**src/rtl/wtag_tlb_pkg.sv**
```systemverilog
package wtag_tlb_pkg;

    typedef enum logic [0:0] {
        ST_IDLE = 1'b0,
        ST_FILL = 1'b1
    } tlb_state_e;

    // Non-secure requesters never see a secure physical space.
    function automatic logic result_ns(input logic nonsec, input logic desc_ns);
        return nonsec | desc_ns;
    endfunction

endpackage

```
**src/rtl/wtag_tlb_match.sv**
```systemverilog
module wtag_tlb_match #(
    parameter int ENTRIES = 4,
    parameter int VPN_W   = 20,
    parameter int PPN_W   = 20
) (
    input  logic [ENTRIES-1:0]            ent_vld,
    input  logic [ENTRIES-1:0]            ent_wld,
    input  logic [ENTRIES-1:0]            ent_ns,
    input  logic [ENTRIES-1:0][VPN_W-1:0] ent_vpn,
    input  logic [ENTRIES-1:0][PPN_W-1:0] ent_ppn,
    input  logic [VPN_W-1:0]              q_vpn,
    input  logic                          q_wld,
    output logic                          hit,
    output logic [PPN_W-1:0]              hit_ppn,
    output logic                          hit_ns
);

    logic [ENTRIES-1:0] way_hit;

    // Tag is the virtual page plus the world that filled the entry.
    for (genvar g = 0; g < ENTRIES; g++) begin : g_cmp
        assign way_hit[g] = ent_vld[g] && (ent_wld[g] == q_wld) && (ent_vpn[g] == q_vpn);
    end

    always_comb begin
        hit_ppn = '0;
        hit_ns  = 1'b0;
        for (int i = 0; i < ENTRIES; i++) begin
            hit_ppn = hit_ppn | ({PPN_W{way_hit[i]}} & ent_ppn[i]);
            hit_ns  = hit_ns | (way_hit[i] & ent_ns[i]);
        end
    end

    assign hit = |way_hit;

endmodule

```
**src/rtl/wtag_tlb_victim.sv**
```systemverilog
module wtag_tlb_victim #(
    parameter int ENTRIES = 4,
    parameter int IDX_W   = 2
) (
    input  logic [ENTRIES-1:0] busy,
    input  logic [IDX_W-1:0]   ptr,
    output logic               found,
    output logic [IDX_W-1:0]   idx,
    output logic [IDX_W-1:0]   nxt_ptr
);

    // Scan from the rotating pointer for the first entry that may be replaced.
    always_comb begin
        int j;
        found = 1'b0;
        idx   = '0;
        for (int i = 0; i < ENTRIES; i++) begin
            j = int'(ptr) + i;
            if (j >= ENTRIES) j = j - ENTRIES;
            if (!found && !busy[j]) begin
                found = 1'b1;
                idx   = IDX_W'(j);
            end
        end
        if (int'(idx) == ENTRIES - 1) nxt_ptr = '0;
        else                          nxt_ptr = idx + IDX_W'(1);
    end

endmodule

```
**src/rtl/wtag_tlb.sv**
```systemverilog
module wtag_tlb
    import wtag_tlb_pkg::*;
#(
    parameter int ENTRIES = 4,
    parameter int VA_W    = 32,
    parameter int PA_W    = 32,
    parameter int PAGE_W  = 12
) (
    input  logic                   clk,
    input  logic                   rst_n,
    input  logic                   lk_valid,
    input  logic [VA_W-1:0]        lk_va,
    input  logic                   lk_world,
    output logic                   lk_ready,
    output logic                   rs_valid,
    output logic [PA_W-1:0]        rs_pa,
    output logic                   rs_ns,
    output logic                   wk_req,
    output logic [VA_W-PAGE_W-1:0] wk_vpn,
    output logic                   wk_world,
    input  logic                   wk_rsp_valid,
    input  logic [PA_W-PAGE_W-1:0] wk_rsp_ppn,
    input  logic                   wk_rsp_ns,
    input  logic                   wk_rsp_lock,
    input  logic                   inv_valid,
    input  logic                   inv_world
);

    localparam int VPN_W = VA_W - PAGE_W;
    localparam int PPN_W = PA_W - PAGE_W;
    localparam int IDX_W = (ENTRIES > 1) ? $clog2(ENTRIES) : 1;

    typedef struct packed {
        tlb_state_e                  st;
        logic [ENTRIES-1:0]          vld;
        logic [ENTRIES-1:0]          lck;
        logic [ENTRIES-1:0]          wld;
        logic [ENTRIES-1:0]          ns;
        logic [ENTRIES-1:0][VPN_W-1:0] vpn;
        logic [ENTRIES-1:0][PPN_W-1:0] ppn;
        logic [IDX_W-1:0]            ptr;
        logic [VPN_W-1:0]            pend_vpn;
        logic [PAGE_W-1:0]           pend_off;
        logic                        pend_wld;
        logic                        rs_vld;
        logic [PA_W-1:0]             rs_pa;
        logic                        rs_ns;
    } tlb_reg_t;

    tlb_reg_t r_q, r_d;

    logic             m_hit;
    logic [PPN_W-1:0] m_ppn;
    logic             m_ns;
    logic             v_found;
    logic [IDX_W-1:0] v_idx;
    logic [IDX_W-1:0] v_nxt;
    logic [ENTRIES-1:0] busy;

    assign busy = r_q.vld & r_q.lck;

    wtag_tlb_match #(
        .ENTRIES (ENTRIES),
        .VPN_W   (VPN_W),
        .PPN_W   (PPN_W)
    ) match_i (
        .ent_vld (r_q.vld),
        .ent_wld (r_q.wld),
        .ent_ns  (r_q.ns),
        .ent_vpn (r_q.vpn),
        .ent_ppn (r_q.ppn),
        .q_vpn   (lk_va[VA_W-1:PAGE_W]),
        .q_wld   (lk_world),
        .hit     (m_hit),
        .hit_ppn (m_ppn),
        .hit_ns  (m_ns)
    );

    wtag_tlb_victim #(
        .ENTRIES (ENTRIES),
        .IDX_W   (IDX_W)
    ) victim_i (
        .busy    (busy),
        .ptr     (r_q.ptr),
        .found   (v_found),
        .idx     (v_idx),
        .nxt_ptr (v_nxt)
    );

    always_comb begin
        r_d        = r_q;
        r_d.rs_vld = 1'b0;

        // Drop one world's entries, locked or not.
        if (inv_valid) begin
            for (int i = 0; i < ENTRIES; i++) begin
                if (r_q.wld[i] == inv_world) begin
                    r_d.vld[i] = 1'b0;
                    r_d.lck[i] = 1'b0;
                end
            end
        end

        case (r_q.st)
            ST_IDLE: begin
                if (lk_valid) begin
                    if (m_hit) begin
                        r_d.rs_vld = 1'b1;
                        r_d.rs_pa  = {m_ppn, lk_va[PAGE_W-1:0]};
                        r_d.rs_ns  = m_ns;
                    end else begin
                        r_d.st       = ST_FILL;
                        r_d.pend_vpn = lk_va[VA_W-1:PAGE_W];
                        r_d.pend_off = lk_va[PAGE_W-1:0];
                        r_d.pend_wld = lk_world;
                    end
                end
            end
            ST_FILL: begin
                if (wk_rsp_valid) begin
                    r_d.st     = ST_IDLE;
                    r_d.rs_vld = 1'b1;
                    r_d.rs_pa  = {wk_rsp_ppn, r_q.pend_off};
                    r_d.rs_ns  = result_ns(r_q.pend_wld, wk_rsp_ns);
                    if (v_found) begin
                        r_d.vld[v_idx] = 1'b1;
                        r_d.lck[v_idx] = wk_rsp_lock;
                        r_d.wld[v_idx] = r_q.pend_wld;
                        r_d.ns[v_idx]  = result_ns(r_q.pend_wld, wk_rsp_ns);
                        r_d.vpn[v_idx] = r_q.pend_vpn;
                        r_d.ppn[v_idx] = wk_rsp_ppn;
                        r_d.ptr        = v_nxt;
                    end
                end
            end
            default: r_d.st = ST_IDLE;
        endcase
    end

    always_ff @(posedge clk or negedge rst_n) begin
        if (!rst_n) r_q <= '0;
        else        r_q <= r_d;
    end

    assign lk_ready = (r_q.st == ST_IDLE);
    assign wk_req   = (r_q.st == ST_FILL);
    assign wk_vpn   = r_q.pend_vpn;
    assign wk_world = r_q.pend_wld;
    assign rs_valid = r_q.rs_vld;
    assign rs_pa    = r_q.rs_pa;
    assign rs_ns    = r_q.rs_ns;

endmodule

```
**config.mk**
```make
export PLATFORM = sky130hd
export DESIGN_NAME = wtag_tlb
export DESIGN_NICKNAME = d
export VERILOG_FILES = /design/src/rtl/wtag_tlb_pkg.sv /design/src/rtl/wtag_tlb_match.sv /design/src/rtl/wtag_tlb_victim.sv /design/src/rtl/wtag_tlb.sv
export SDC_FILE = /design/constraint.sdc
export NUM_CORES = 1
export LEC_CHECK = 0
export BUFFER_PORTS_ARGS = -buffer_cell sky130_fd_sc_hd__buf_2
export CAP_MARGIN = 20
export CORE_ASPECT_RATIO = 0.75
export CORE_UTILIZATION = 45
export CTS_CLUSTER_DIAMETER = 60
export DETAILED_ROUTE_END_ITERATION = 16
export HOLD_SLACK_MARGIN = 0.12
export SLEW_MARGIN = 15
export SYNTH_ARGS = -nofsm -noshare
export SYNTH_HDL_FRONTEND = slang
export SYNTH_HIERARCHICAL = 1
export SYNTH_SLANG_ARGS = --single-unit
```
**constraint.sdc**
```tcl
create_clock -name clk -period 3.35 [get_ports clk]
set_input_delay 0.67 -clock clk [delete_from_list [all_inputs] [get_ports clk]]
set_output_delay 0.67 -clock clk [all_outputs]
set_load 0.02 [all_outputs]
```
==> results <==
- The site row count is 51.
- The die outline height is between 100 and 150 µm.
- Of the cells placed in the final design, the portion with a size suffix greater than 1 is 42.0%.
- The final hold violation count came to 0.
- The type of the most critical hold path is in -> async.
- The largest fanout on the critical path is 44.
- The share of flip-flops with an asynchronous set or reset is 100%.
- The first global-routing pass estimated 47500 µm of wire.
- The largest net degree at the start of global routing is 74.
- Counting cells, the worst reg-to-reg path comes to 7.
- Sorting the synthesized cells by area gives the leading types as sky130_fd_sc_hd__dfrtp_1 (51%), sky130_fd_sc_hd__mux2_2 (18%), sky130_fd_sc_hd__xnor2_1 (4.9%).
- Across every metal layer, demand over resource in global routing totals a little under a quarter.
- The clock drives 246 sinks.
- In this run the critical register-to-register path is launched from r_q[241].
- The via total after detailed routing is 7689.
- The DRC violation count after routing is 0.
- The sum of overflow across all layers after global routing is 0.
- From synthesis to final layout, the design area changed by 11.0%.
- After technology mapping, the gate count stands at 919.
- The type of origin of the critical path is a flop.
- The antenna cell count is 0.
- Counting along the longest clock path gives a buffer depth of 3.
- The number of buffers inserted by port buffering is 117.
- The post-synthesis area per instance is about 13 µm².
- The data arrival time at the worst-slack endpoint is approximately 3.2 ns.
- Across the run, the number of max-cap violations was 0.
- The most common cell in the netlist is sky130_fd_sc_hd__dfrtp_1.
- The worst hold-check slack is 0.116 ns.
- The number of buffers created by CTS is 27.
- Among all flip-flop cells after synthesis, the most frequent one is sky130_fd_sc_hd__dfrtp_1.
- The max-slew violation count is 0.
- The worst path in the final design needs a cycle of 2.82 ns, including I/O delays and setup.
- The number of fill cells in the layout is 2258.
- The share of synthesized area in the top cell type comes to 51.2%.
- The count of instances resized after the clock tree is built is 0.
- The initial core utilization is 46.1%.
- Dividing the final minimum period by the clock period gives 84.1%.
- The width of the die is 191 µm.
- The reg-to-reg setup timing slack is 0.53 ns.
- The capturing element type of the critical path is a flop.
- The count of hold-fix buffers inserted at cts is 0.
- The clock arrives with 0.0190 ns of skew.
- The number of distinct library cells after synthesis is 55.
- The count of cells in the finished layout, fillers not included, comes to ~1.3k.
- The actual transition at the worst max-transition pin is a little under 0.8 ns.
- The count of nets after finishing is 1037.
- Summing the sequential cell areas from Yosys gives around 51% of the chip area.
- The flow ran to the end, and the final reports show no timing, DRC or antenna violations.
- The final setup violation count is 0.
- The antenna violation net count after detailed routing is 0.
- The routed wire length is 30400 µm.
- In this run, synthesis inferred 0 flip-flops with an integrated enable.
- The critical path is of the reg -> reg type.
- When the netlist entered floorplanning its net count stood at 981.
- The initial antenna violation count is 1.
- The highest attainable clock frequency is 355 MHz.
- The total negative slack is 0 ns.
- The number of top-level pins is around 120.
- Counting instances in the post-synthesis netlist gives the leading cell types as sky130_fd_sc_hd__dfrtp_1 (246), sky130_fd_sc_hd__mux2_2 (196), sky130_fd_sc_hd__xnor2_1 (67).
- The length of the first detailed-routing pass in iterations is 5.
- The TritonCTS clock tree is built.
- The number of placed instances with taps included is between 1k and 1.5k.
- Counting flops and latches in the post-synthesis netlist gives 246.
- In the routed layout, each cell is associated on average with a via count of 5.75.
- Setup repair after global routing left no endpoint under its margin.
- Data on the critical path is required at its endpoint by between 3 and 4 ns.
- The cell taking the most area after synthesis is sky130_fd_sc_hd__dfrtp_1.
- IR analysis of the VDD net gives a maximum drop of 0.398 mV.
- Once detailed placement completed, the half-perimeter wirelength came to 19200 µm.
- In this run the tightest slew margin relative to its limit is 47.5%.
- The floorplan step defined a die boundary enclosing 27400 µm².
- The via count of the first global-routing pass is 7806.
- After clock tree synthesis, the clock-pin slew on the worst setup and hold paths is 0.06 ns.
- The detailed-route wire length per cell is 22.7 µm.
- The buffer count from post-CTS setup fixing is 0.
- The mapped netlist covers 12000 µm².
- The detailed router finished its first iteration with 568 violations.
- For this run, the share of the core covered by cells in the final layout is 51.2%.
- The count of yosys warnings during synthesis is 6.
- Summed over all cells, the static leakage comes to 0.00583 µW.
- The buffer type at the clock tree root is sky130_fd_sc_hd__clkbuf_16.
- The later pin in the worst-skew pair is clocked with a latency of 0.53 ns.
- The core region is 26100 µm².
- The placer's final routability congestion estimate is 0.789.
- CTS built an H-tree with a depth of 1.
- The power per unit of standard cell area is 856 nW/µm².
## layout by cell type (no fill, tap or decap), types with 5 or more instances in the layout
cell | Yosys | routed
sky130_fd_sc_hd__a221o_1 | 33 | 33
sky130_fd_sc_hd__and3_1 | 34 | 34
sky130_fd_sc_hd__buf_12 | 0 | 5
sky130_fd_sc_hd__buf_2 | 21 | 116
sky130_fd_sc_hd__buf_4 | 61 | 25
sky130_fd_sc_hd__clkbuf_1 | 13 | 5
sky130_fd_sc_hd__clkbuf_16 | 0 | 27
sky130_fd_sc_hd__clkbuf_8 | 0 | 5
sky130_fd_sc_hd__clkinv_2 | 0 | 7
sky130_fd_sc_hd__dfrtp_1 | 246 | 246
sky130_fd_sc_hd__inv_1 | 9 | 9
sky130_fd_sc_hd__mux2_1 | 5 | 5
sky130_fd_sc_hd__mux2_2 | 196 | 196
sky130_fd_sc_hd__nand2_1 | 32 | 32
sky130_fd_sc_hd__nand3_1 | 22 | 22
sky130_fd_sc_hd__nand4_1 | 60 | 60
sky130_fd_sc_hd__o2111ai_1 | 20 | 20
sky130_fd_sc_hd__xnor2_1 | 67 | 67
sky130_fd_sc_hd__xnor2_2 | 6 | 6
sky130_fd_sc_hd__xor2_1 | 8 | 8
## worst max-delay path by stage
| stage | to | slack (ns) | cells after the start | start |
|---|---|---|---|---|
| floorplan | rs_pa[10] | 0.49 | 12 | lk_va[26] |
| global placement | rs_pa[7] | 0.19 | 9 | lk_va[24] |
| detailed placement | rs_pa[23] | 0.14 | 9 | lk_va[24] |
| CTS | flop | 0.53 | 7 | r_q[241] |
| global route | flop | 0.40 | 7 | r_q[241] |
| finish | flop | 0.53 | 7 | r_q[241] |
## critical path: stages, from the launching register on
cell	delay, ns
sky130_fd_sc_hd__dfrtp_1	0.40
sky130_fd_sc_hd__and2_1	0.26
sky130_fd_sc_hd__nor2b_4	0.06
sky130_fd_sc_hd__o21a_1	0.19
sky130_fd_sc_hd__nor3_1	0.39
sky130_fd_sc_hd__buf_4	0.25
sky130_fd_sc_hd__nand3b_4	0.61
sky130_fd_sc_hd__mux2_2	0.53
## report_power, final
part | switching [µW] | internal, µW
sequential | 856 | 4240
clock | 1200 | 1670
combinational | 1640 | 1830
## stage by stage
stage | setup slack, ns | power [µW] | instance area [µm²]
2_1_floorplan | 0.486 | 7710 | 12000
3_3_place_gp | 0.195 | 8460 | 12500
3_5_place_dp | 0.138 | 8570 | 12500
4_1_cts | 0.525 | 11500 | 13300
5_1_grt | 0.404 | 12000 | 13400
6_report | 0.531 | 11400 | 13400
## layout make-up
cell class	count	area [µm²]	share of cell area (%)
well taps	344	430	3.22
multi-input cells	542	4970	37.2
clock buffers	37	763	5.71
inverters	10	37.5	0.281
repair buffers	148	911	6.82
clock inverters	11	92.6	0.693
flip-flops and latches	246	6160	46.1
## metal layers
layer | track usage [%] | vias up | routed length (µm)
li1 | - | 3408 | -
met1 | 35.1 | 4022 | 15100
met3 | 4.32 | 34 | 1710
met2 | 32.6 | 223 | 13100
met4 | 4.21 | 2 | 433
met5 | 0 | - | 13
## cell families (layout without fill, tap and decap cells)
| group | count (synthesis) | in the layout | synth area share (%) |
|---|---|---|---|
| compound gates | 78 | 78 | 5.85 |
| xor+xnor | 82 | 82 | 6.50 |
| mux | 205 | 205 | 19.3 |
| buf+inv | 131 | 206 | 7.77 |
| simple gates | 176 | 176 | 9.29 |
| flops | 246 | 246 | 51.2 |
| fa+ha+maj | 1 | 1 | 0.104 |
(Power assumes the default switching activity.)
